**config.mk**
```make
export PLATFORM = sky130hd
export DESIGN_NAME = pfx_adder
export DESIGN_NICKNAME = d
export VERILOG_FILES = /design/src/rtl/pfx_pkg.sv /design/src/rtl/pfx_pg.sv /design/src/rtl/pfx_cell.sv /design/src/rtl/pfx_network.sv /design/src/rtl/pfx_adder.sv
export SDC_FILE = /design/constraint.sdc
export NUM_CORES = 1
export LEC_CHECK = 0
export ABC_AREA = 1
export CAP_MARGIN = 10
export CORE_MARGIN = 4
export CORE_UTILIZATION = 45
export DETAILED_ROUTE_END_ITERATION = 10
export MAX_ROUTING_LAYER = met4
export PLACE_DENSITY = 0.72
export SYNTH_ARGS = -nofsm -noshare
export SYNTH_HDL_FRONTEND = slang
export SYNTH_HIERARCHICAL = 1
export SYNTH_SLANG_ARGS = --single-unit
```
**constraint.sdc**
```tcl
create_clock -name vclk -period 7.12
set_clock_uncertainty 0.2 [all_clocks]
set_input_delay 1.78 -clock vclk [all_inputs]
set_output_delay 1.78 -clock vclk [all_outputs]
set_load 0.01 [all_outputs]
```
**src/rtl/pfx_pkg.sv**
```systemverilog
package pfx_pkg;

  typedef enum logic [1:0] {
    TOPO_KOGGE_STONE = 2'd0,
    TOPO_BRENT_KUNG  = 2'd1,
    TOPO_SKLANSKY    = 2'd2,
    TOPO_HAN_CARLSON = 2'd3
  } topo_e;

  // Number of combine levels for a tree over 2**lg lanes.
  function automatic int topo_levels(topo_e t, int lg);
    case (t)
      TOPO_BRENT_KUNG:  return 2 * lg - 1;
      TOPO_HAN_CARLSON: return lg + 1;
      default:          return lg;
    endcase
  endfunction

  // Lane that lane i merges with at level lvl (1-based), or -1 for a plain wire.
  function automatic int partner(topo_e t, int lg, int lvl, int i);
    int d;
    int k;
    int dk;
    d = 1 << (lvl - 1);
    case (t)
      TOPO_KOGGE_STONE: begin
        if (lvl <= lg && i >= d) return i - d;
      end
      TOPO_SKLANSKY: begin
        if (lvl <= lg && ((i >> (lvl - 1)) & 1) == 1)
          return ((i >> lvl) << lvl) + d - 1;
      end
      TOPO_BRENT_KUNG: begin
        if (lvl <= lg) begin
          if (((i + 1) % (2 * d)) == 0) return i - d;
        end else begin
          k  = 2 * lg - lvl;
          dk = 1 << (k - 1);
          if (k >= 1 && ((i + 1) % (2 * dk)) == dk && i >= 2 * dk) return i - dk;
        end
      end
      default: begin
        if (lvl == 1) begin
          if ((i % 2) == 1) return i - 1;
        end else if (lvl <= lg) begin
          if ((i % 2) == 1 && i >= d) return i - d;
        end else if (lvl == lg + 1) begin
          if ((i % 2) == 0 && i >= 2) return i - 1;
        end
      end
    endcase
    return -1;
  endfunction

  // Lowest lane covered by the span held in lane i after level lvl.
  function automatic int span_low(topo_e t, int lg, int lvl, int i);
    int j;
    if (lvl == 0) return i;
    j = partner(t, lg, lvl, i);
    if (j < 0) return span_low(t, lg, lvl - 1, i);
    return span_low(t, lg, lvl - 1, j);
  endfunction

endpackage

```
**src/rtl/pfx_pg.sv**
```systemverilog
module pfx_pg #(
  parameter int WIDTH = 64
) (
  input  logic [WIDTH-1:0] a,
  input  logic [WIDTH-1:0] b,
  output logic [WIDTH-1:0] g,
  output logic [WIDTH-1:0] p
);
  for (genvar i = 0; i < WIDTH; i++) begin : g_bit
    assign g[i] = a[i] & b[i];
    assign p[i] = a[i] ^ b[i];
  end
endmodule

```
**src/rtl/pfx_cell.sv**
```systemverilog
module pfx_cell #(
  parameter bit GRAY = 1'b0
) (
  input  logic g_hi,
  input  logic p_hi,
  input  logic g_lo,
  input  logic p_lo,
  output logic g_out,
  output logic p_out
);
  assign g_out = g_hi | (p_hi & g_lo);
  if (GRAY) begin : g_gray
    // Span reaches the carry-in lane, whose propagate is zero.
    assign p_out = 1'b0;
  end else begin : g_black
    assign p_out = p_hi & p_lo;
  end
endmodule

```
**src/rtl/pfx_network.sv**
```systemverilog
module pfx_network #(
  parameter int             WIDTH = 64,
  parameter pfx_pkg::topo_e TOPO  = pfx_pkg::TOPO_KOGGE_STONE
) (
  input  logic [WIDTH-1:0] g_in,
  input  logic [WIDTH-1:0] p_in,
  output logic [WIDTH-1:0] g_pre
);
  localparam int LG   = $clog2(WIDTH);
  localparam int LVLS = pfx_pkg::topo_levels(TOPO, LG);

  logic [WIDTH-1:0] g_s [0:LVLS];
  logic [WIDTH-1:0] p_s [0:LVLS];

  assign g_s[0] = g_in;
  assign p_s[0] = p_in;

  for (genvar lv = 1; lv <= LVLS; lv++) begin : g_lvl
    for (genvar bi = 0; bi < WIDTH; bi++) begin : g_lane
      localparam int J  = pfx_pkg::partner(TOPO, LG, lv, bi);
      localparam bit GR = (J >= 0) && (pfx_pkg::span_low(TOPO, LG, lv, bi) == 0);
      if (J < 0) begin : g_wire
        assign g_s[lv][bi] = g_s[lv-1][bi];
        assign p_s[lv][bi] = p_s[lv-1][bi];
      end else begin : g_node
        pfx_cell #(.GRAY(GR)) u_cell (
          .g_hi (g_s[lv-1][bi]),
          .p_hi (p_s[lv-1][bi]),
          .g_lo (g_s[lv-1][J]),
          .p_lo (p_s[lv-1][J]),
          .g_out(g_s[lv][bi]),
          .p_out(p_s[lv][bi])
        );
      end
    end
  end

  assign g_pre = g_s[LVLS];
endmodule

```
**src/rtl/pfx_adder.sv**
```systemverilog
module pfx_adder #(
  parameter int             WIDTH = 64,
  parameter pfx_pkg::topo_e TOPO  = pfx_pkg::TOPO_KOGGE_STONE
) (
  input  logic [WIDTH-1:0] a,
  input  logic [WIDTH-1:0] b,
  input  logic             cin,
  output logic [WIDTH-1:0] sum,
  output logic             cout
);
  logic [WIDTH-1:0] g_bit;
  logic [WIDTH-1:0] p_bit;
  logic             g0_fold;
  logic             p0_fold;
  logic [WIDTH-1:0] g_net;
  logic [WIDTH-1:0] p_net;
  logic [WIDTH-1:0] g_pre;
  logic [WIDTH-1:0] carry;

  pfx_pg #(.WIDTH(WIDTH)) u_pg (
    .a(a), .b(b), .g(g_bit), .p(p_bit)
  );

  // Merge the carry-in (a generate-only lane below bit 0) into bit 0.
  pfx_cell #(.GRAY(1'b1)) u_fold (
    .g_hi(g_bit[0]), .p_hi(p_bit[0]), .g_lo(cin), .p_lo(1'b0),
    .g_out(g0_fold), .p_out(p0_fold)
  );

  assign g_net = {g_bit[WIDTH-1:1], g0_fold};
  assign p_net = {p_bit[WIDTH-1:1], p0_fold};

  pfx_network #(.WIDTH(WIDTH), .TOPO(TOPO)) u_net (
    .g_in(g_net), .p_in(p_net), .g_pre(g_pre)
  );

  assign carry = {g_pre[WIDTH-2:0], cin};
  assign sum   = p_bit ^ carry;
  assign cout  = g_pre[WIDTH-1];
endmodule

```
==> results of run 1 <==
==> path summary, 6_finish.rpt <==
check | from | to | slack, ns | cells past startpoint
hold / removal | cin | sum[0] | 4.39 | 4
setup / recovery | a[0] | sum[32] | 0.57 | 17
==> critical path, delay by kind of cell <==
| family | cells | cell delay, ns |
|---|---|---|
| fa+ha+maj | 1 | 0.31 |
| buf+inv | 2 | 0.92 |
| simple gates | 14 | 1.56 |
==> area by class of cell <==
cell class,count,area (um^2),area share [%]
multi-input combinational,1158,4910,50.1
antenna,1,2.50,0.0255
tap,225,282,2.87
timing repair buffer,195,1950,19.9
inverter,708,2660,27.1
==> metrics by stage <==
| step | total power [mW] | area, um^2 | setup slack, ns | instances |
|---|---|---|---|---|
| after floorplan | 0.518 | 8050 | 1.87 | 1930 |
| after global placement | 0.800 | 9800 | 0.647 | 2286 |
| after detailed placement | 0.804 | 9800 | 0.574 | 2286 |
| after CTS | 0.809 | 9800 | 0.572 | 2286 |
| after global routing | 0.913 | 9800 | 0.214 | 2287 |
| final | 0.808 | 9800 | 0.569 | 2287 |
==> layer usage <==
layer	GRT usage, %	routed length [um]
met1	39.0	13500
met2	45.2	12200
met3	0.977	1330
met4	3.79	481
met5	-	0
==> cells in the final DEF (no fill, tap or decap) <==
cell type                            n
sky130_fd_sc_hd__buf_4               1
sky130_fd_sc_hd__ha_1               64
sky130_fd_sc_hd__diode_2             1
sky130_fd_sc_hd__nand2_1          1094
sky130_fd_sc_hd__inv_1             708
sky130_fd_sc_hd__clkdlybuf4s50_1   194
==> power by group through the flow <==
stage                     Combinational [mW]    Clock [mW]  Sequential (mW)
after detailed placement               0.804             0                0
after floorplan                        0.518             0                0
after global placement                 0.800             0                0
final                                  0.808  0.0000000188                0
after global routing                   0.913  0.0000000188                0
after CTS                              0.809             0                0
==> out/results.md, run 1 <==
### Status
• status: finished clean

### Route
• DR WL/cell: 12.0 um
• DRC marker count from the first detailed-route iteration: 697
• DR DRC count: 0
• mean number of vias per cell: 4.21
• 1st-pass router iterations: 6
• DRT Wirelength: 27,400 um
• Post-DRT Antenna Nets: 0
• DR vias: 9,631

### Floorplanning
• number of cell rows: 48
• Die X: 142 um
• number of top-level pins: 194
• area of the core: 17,400 um^2
• effective utilization at floorplan: 46.2%
• overall die area: 20,100 um^2
• Die Y-Extent: 142 um

### Finish
• number of sequential storage elements: 0
• number of fillers in the final layout: 2,105
• growth of design area from synthesis to finish: 21.8%
• storage element area: 0 um^2
• ratio of cells with drive above 1 in the final layout: 0.0485%
• final core utilization: 56.3%
• final-layout clock buffer total: 0
• number of nets in the finished design: 2,256

### Global routing
• Total Routing Usage GR: 27.6%
• remaining global-route overflow: 0
• global-route wire length before repair: 43,100 um
• pin count of the biggest net entering global routing: 9
• number of antenna violations at the first check in global routing: 1
• vias in the first global route: 8,866

### Clock network
• Gates resized, CTS repair: 0
• number of hold buffers added after CTS: 0
• buffer count from post-CTS setup fixing: 0

### STA
• number of hold-slack violations in the final timing report: 0
• Final Max Slew Viols: 0
• Worst Hold Slack: 4.39 ns
• RSZ-0062 raised after global routing: false
• fin crit share: 92.0%
• setup violation total in the final timing report: 0
• accumulated negative setup slack: 0 ns
• transition time at the pin with the least slew margin: 0.359 ns
• post-route minimum period: 6.55 ns
• normalized max-slew margin: 76.1%
• highest achievable clock rate: 0.153 GHz

### Power and ir drop
• static power due to leakage: 8.12 nW
• Internal Pwr Total: 0.343 mW
• maximum VDD drop: 0.0000473 V
• Switching Share: 57.5%
• net switching power: 0.464 mW
• PwrDens: 82.4 nW/um^2
• relative contribution of sequential cells to total power: 0%
• Comb pwr share: 100.0%
• Clk pwr share: 0%

### Critical path
• largest fanout on the critical path: 8
• delay of the slowest cell on the worst path: 0.52 ns
• cell with the largest stage delay on the worst path: sky130_fd_sc_hd__clkdlybuf4s50_1
• Most common cell on crit path: sky130_fd_sc_hd__nand2_1
• cell-by-cell listing of the critical path: clkdlybuf4s50_1 -> ha_1 -> nand2_1 -> nand2_1 -> nand2_1 -> nand2_1 -> nand2_1 -> nand2_1 -> nand2_1 -> nand2_1 -> nand2_1 -> nand2_1 -> nand2_1 -> nand2_1 -> nand2_1 -> nand2_1 -> clkdlybuf4s50_1
• critical path start-end classification: input port to output pin
• type of destination of the critical path: output pin
• arrival time of the worst setup path: 4.57 ns
• crit path launch type: input port
• required time reported for the critical path endpoint: 5.14 ns

### Worst hold path
• worst min-delay path class: input port to output pin

### Logic synthesis
• average size of a mapped cell: 4.17 um^2
• net count after synthesis: 2,123
• Post-Syn Instances: 1,930
• Netlist Area Pre-Place: 8050 um^2
• YS warnings: 6

### Place
• placer congestion estimate: 0.992
• count of input and output buffers: 194
• estimated wirelength of the detail-placed design: 25,500 um

### Flow run
• Maximum Capacitance Violations: 0

Power figures use the tool's default switching activity.
==> run 2: changes to the inputs <==
Settings changed: CAP_MARGIN 10 to unset, CORE_MARGIN 4 to 1, GPL_TIMING_DRIVEN set to 1.
==> run 2 against run 1 <==
Net effect:
- worst setup slack worse by 0.0019 ns
- largest power group unchanged
- worst hold slack worse by 0.0046 ns
- routed wire length down 2.9%
- total power down 0.16%
- critical path type unchanged
- non-clock buffer count unchanged
==> out/results.md, run 2 (synthesis results as in run 1) <==
### Critical path
• crit path launch type: input port, unchanged
• required time reported for the critical path endpoint: 5.14 ns, about the same
• type of destination of the critical path: output pin, unchanged
• largest fanout on the critical path: 8, unchanged
• cell-by-cell listing of the critical path: clkdlybuf4s50_1 -> ha_1 -> nand2_1 -> nand2_1 -> nand2_1 -> nand2_1 -> nand2_1 -> nand2_1 -> nand2_1 -> nand2_1 -> nand2_1 -> nand2_1 -> nand2_1 -> nand2_1 -> nand2_1 -> nand2_1 -> clkdlybuf4s50_1, unchanged
• delay of the slowest cell on the worst path: 0.52 ns, about the same
• arrival time of the worst setup path: 4.57 ns, about the same
• critical path start-end classification: input port to output pin, unchanged
• Most common cell on crit path: sky130_fd_sc_hd__nand2_1, unchanged
• cell with the largest stage delay on the worst path: sky130_fd_sc_hd__clkdlybuf4s50_1, unchanged

### Route
• DR DRC count: 0, unchanged
• DRT Wirelength: 26,600 um, was 27,400 um
• mean number of vias per cell: 4.20, was 4.21
• DRC marker count from the first detailed-route iteration: 596, was 697
• DR vias: 9,595, was 9,631
• 1st-pass router iterations: 5, was 6
• DR WL/cell: 11.7 um, was 12.0 um
• Post-DRT Antenna Nets: 0, unchanged

### Status
• status: finished clean, unchanged

### STA
• post-route minimum period: 6.55 ns, about the same
• Final Max Slew Viols: 0, unchanged
• Worst Hold Slack: 4.39 ns, about the same
• fin crit share: 92.0%, about the same
• highest achievable clock rate: 0.153 GHz, about the same
• RSZ-0062 raised after global routing: false, unchanged
• smallest setup slack after layout: 0.567 ns, was 0.569 ns
• setup violation total in the final timing report: 0, unchanged
• accumulated negative setup slack: 0 ns, unchanged
• number of hold-slack violations in the final timing report: 0, unchanged
• transition time at the pin with the least slew margin: 0.365 ns, was 0.359 ns
• normalized max-slew margin: 75.7%, was 76.1%

### Power and ir drop
• static power due to leakage: 8.12 nW, about the same
• maximum VDD drop: 0.0000521 V, was 0.0000473 V
• PwrDens: 82.3 nW/um^2, was 82.4 nW/um^2
• Final Total Pwr: 0.806 mW, was 0.808 mW

### Floorplanning
• effective utilization at floorplan: 46.4%, was 46.2%
• Die X: 136 um, was 142 um
• number of cell rows: 48, unchanged
• Die Y-Extent: 136 um, was 142 um
• overall die area: 18,400 um^2, was 20,100 um^2
• area of the core: 17,400 um^2, about the same
• number of top-level pins: 194, unchanged

### Worst hold path
• hold depth: 4, unchanged
• Hold Path Origin: cin, unchanged
• worst min-delay path class: input port to output pin, unchanged
• terminating pin of the worst hold path: sum[0], unchanged

### Global routing
• pin count of the biggest net entering global routing: 9, unchanged
• number of antenna violations at the first check in global routing: 0, was 1
• global-route wire length before repair: 41,300 um, was 43,100 um
• remaining global-route overflow: 0, unchanged
• Total Routing Usage GR: 30.0%, was 27.6%
• vias in the first global route: 8,565, was 8,866

### Finish
• number of standard cells in the layout, taps in and fillers out: 2,286, was 2,287
• most common library cell in the layout ignoring fill and taps: sky130_fd_sc_hd__nand2_1, unchanged
• antenna diode instance count: 0, was 1
• number of nets in the finished design: 2,256, unchanged
• number of sequential storage elements: 0, unchanged
• ratio of cells with drive above 1 in the final layout: 0.0485%, unchanged
• most used cells in the layout excluding fill and tap cells: sky130_fd_sc_hd__nand2_1, sky130_fd_sc_hd__inv_1, sky130_fd_sc_hd__clkdlybuf4s50_1, unchanged
• final-layout clock buffer total: 0, unchanged
• storage element area: 0 um^2, unchanged
• growth of design area from synthesis to finish: 21.8%, about the same

### Place
• worst setup slack before clock tree synthesis: 0.567 ns, was 0.574 ns
• estimated wirelength of the detail-placed design: 24,700 um, was 25,500 um
• count of input and output buffers: 194, unchanged
• number of placed instances, taps included: 2,286, unchanged
• placer congestion estimate: 1.05, was 0.992

### Flow run
• Maximum Capacitance Violations: 0, unchanged

### Clock network
• number of hold buffers added after CTS: 0, unchanged
• Gates resized, CTS repair: 0, unchanged
• buffer count from post-CTS setup fixing: 0, unchanged

## run 2: changes by cell type in the layout (fill, tap and decap cells not counted)
cell | previous run | this run
sky130_fd_sc_hd__diode_2 | 1 | 0
## run 2: area by class of cell
| class | count | area, um^2 |
|---|---|---|
| inverter | 708 | 2660 |
| timing repair buffer | 195 | 1950 |
| fill | 2048 | 7560 |
| tap | 225 | 282 |
| multi-input combinational | 1158 | 4910 |
## run 2: critical path, delay by kind of cell
kind | cells | cell delay, ns
adders and majority gates | 1 | 0.31
and+or+nand+nor | 14 | 1.55
buffers and inverters | 2 | 0.92
## run 2: metrics by stage
stage | util (%) | area [um^2]
finish | 56.4 | 9800
global route | 56.4 | 9800
CTS | 56.4 | 9800
detailed placement | 56.4 | 9800
global placement | 56.4 | 9800
floorplan | - | 8050
## run 2: routing by layer
layer  up-vias  track usage, %  part of all wire (%)
li1       5369               -                     -
met3        16           0.636                   4.7
met2       197            48.9                    44
met1      4013            42.0                    50
met4         0            3.50                   1.3
met5         -               -                     0
## run 2: how the worst max path moves through the flow
stage,from,to,slack (ns),cells past startpoint
floorplan,a[0],sum[32],1.87,17
global placement,a[0],sum[32],0.66,17
detailed placement,a[0],sum[32],0.57,17
CTS,a[0],sum[32],0.56,17
global route,a[0],sum[60],0.32,17
finish,a[0],sum[32],0.57,17
## run 2: power by group
part           internal (mW)  total, mW  switching, mW
logic                  0.343      0.806          0.463
registers                  0          0              0
clock network              0          0              0
==> run 3: changes to the inputs <==
Settings changed: MAX_ROUTING_LAYER met4 to unset, SLEW_MARGIN set to 40.
==> run 3 against run 2 <==
Net effect:
- routed wire length increased by 0.39%
- via count is 0.69% higher
- sequential share of layout area unchanged
- largest power group unchanged
==> out/results.md, run 3 (synthesis results as in run 1) <==
### Route
• DR DRC count: 0, unchanged
• 1st-pass router iterations: 5, unchanged
• DRC marker count from the first detailed-route iteration: 613, was 596
• DR vias: 9,661, was 9,595
• DRT Wirelength: 26,700 um, was 26,600 um
• DR WL/cell: 11.7 um, about the same
• Post-DRT Antenna Nets: 0, unchanged
• mean number of vias per cell: 4.23, was 4.20

### Finish
• most common library cell in the layout ignoring fill and taps: sky130_fd_sc_hd__nand2_1, unchanged
• growth of design area from synthesis to finish: 21.8%, unchanged
• area used by multi-input combinational logic: 4910 um^2, unchanged
• number of nets in the finished design: 2,256, unchanged
• final cell area excluding filler cells: 9800 um^2, unchanged
• most used cells in the layout excluding fill and tap cells: sky130_fd_sc_hd__nand2_1, sky130_fd_sc_hd__inv_1, sky130_fd_sc_hd__clkdlybuf4s50_1, unchanged
• ratio of cells with drive above 1 in the final layout: 0.0485%, unchanged
• antenna diode instance count: 0, unchanged
• number of sequential storage elements: 0, unchanged
• storage element area: 0 um^2, unchanged
• number of fillers in the final layout: 2,089, was 2,048
• final-layout clock buffer total: 0, unchanged

### STA
• normalized max-slew margin: 78.0%, was 75.7%
• transition time at the pin with the least slew margin: 0.330 ns, was 0.365 ns
• fin crit share: 92.1%, was 92.0%
• post-route minimum period: 6.56 ns, was 6.55 ns
• highest achievable clock rate: 0.153 GHz, about the same
• setup violation total in the final timing report: 0, unchanged
• number of hold-slack violations in the final timing report: 0, unchanged
• Final Max Slew Viols: 0, unchanged
• RSZ-0062 raised after global routing: false, unchanged
• accumulated negative setup slack: 0 ns, unchanged

### Flow run
• Maximum Capacitance Violations: 0, unchanged

### Floorplanning
• Die X: 136 um, unchanged
• effective utilization at floorplan: 46.4%, unchanged
• Die Y-Extent: 136 um, unchanged
• overall die area: 18,400 um^2, unchanged
• number of cell rows: 48, unchanged
• number of top-level pins: 194, unchanged
• area of the core: 17,400 um^2, unchanged

### Global routing
• vias in the first global route: 8,514, was 8,565
• global-route wire length before repair: 40,900 um, was 41,300 um
• pin count of the biggest net entering global routing: 9, unchanged
• Total Routing Usage GR: 29.0%, was 30.0%
• remaining global-route overflow: 0, unchanged
• number of antenna violations at the first check in global routing: 0, unchanged

### Place
• count of input and output buffers: 194, unchanged
• estimated wirelength of the detail-placed design: 24,800 um, was 24,700 um
• placer congestion estimate: 1.01, was 1.05
• Cell Area, Placed: 9800 um^2, unchanged

### Clock network
• buffer count from post-CTS setup fixing: 0, unchanged
• Gates resized, CTS repair: 0, unchanged
• number of hold buffers added after CTS: 0, unchanged

### Critical path
• critical path start-end classification: input port to output pin, unchanged
• worst setup path start: a[0], unchanged
• largest fanout on the critical path: 8, unchanged
• required time reported for the critical path endpoint: 5.14 ns, about the same
• arrival time of the worst setup path: 4.58 ns, was 4.57 ns
• type of destination of the critical path: output pin, unchanged
• crit path launch type: input port, unchanged
• worst setup path end: sum[32], unchanged

### Power and ir drop
• maximum VDD drop: 0.0000546 V, was 0.0000521 V
• static power due to leakage: 8.12 nW, unchanged
• PwrDens: 82.3 nW/um^2, about the same

### Worst hold path
• worst min-delay path class: input port to output pin, unchanged

### Status
• status: finished clean, unchanged

[run 3: power by group]
group	internal [mW]	switching [mW]	total (mW)
logic	0.343	0.463	0.806
clock network	0	0	0
registers	0	0	0
[run 3: worst min-delay path by stage]
stage               startpoint  endpoint  slack [ns]  cells past startpoint
global placement           cin    sum[0]        4.39                      4
detailed placement         cin    sum[0]        4.40                      4
global route               cin    sum[0]        4.45                      4
CTS                        cin    sum[0]        4.40                      4
finish                     cin    sum[0]        4.39                      4
floorplan                  cin    sum[0]        3.48                      2
[run 3: metrics by stage]
| step | hold WS, ns | instances | total power [mW] | util [%] | worst slack (ns) |
|---|---|---|---|---|---|
| 2_1_floorplan | 3.48 | 1930 | 0.518 | - | 1.87 |
| 3_3_place_gp | 4.39 | 2286 | 0.798 | 56.4 | 0.664 |
| 3_5_place_dp | 4.40 | 2286 | 0.802 | 56.4 | 0.581 |
| 4_1_cts | 4.40 | 2286 | 0.807 | 56.4 | 0.573 |
| 5_1_grt | 4.45 | 2286 | 0.907 | 56.4 | 0.315 |
| 6_report | 4.39 | 2286 | 0.806 | 56.4 | 0.564 |
[run 3: area by class of cell]
class	count	share of cell area, %
repair buffers	195	19.9
well taps	225	2.87
inverters	708	27.1
multi-input cells	1158	50.1
[run 3: metal layers]
layer	routed length, um	GRT usage (%)	vias to the layer above
met2	11700	48.3	191
met1	13600	42.2	4086
met5	0	0	-
met4	363	3.81	0
li1	-	-	5364
met3	1070	0.599	20
[run 3: critical path, stage by stage]
cell                              delay [ns]
sky130_fd_sc_hd__clkdlybuf4s50_1        0.40
sky130_fd_sc_hd__ha_1                   0.31
sky130_fd_sc_hd__nand2_1                0.06
sky130_fd_sc_hd__nand2_1                0.19
sky130_fd_sc_hd__nand2_1                0.08
sky130_fd_sc_hd__nand2_1                0.22
sky130_fd_sc_hd__nand2_1                0.09
sky130_fd_sc_hd__nand2_1                0.18
sky130_fd_sc_hd__nand2_1                0.07
sky130_fd_sc_hd__nand2_1                0.15
sky130_fd_sc_hd__nand2_1                0.07
sky130_fd_sc_hd__nand2_1                0.15
sky130_fd_sc_hd__nand2_1                0.07
sky130_fd_sc_hd__nand2_1                0.10
sky130_fd_sc_hd__nand2_1                0.06
sky130_fd_sc_hd__nand2_1                0.06
sky130_fd_sc_hd__clkdlybuf4s50_1        0.52
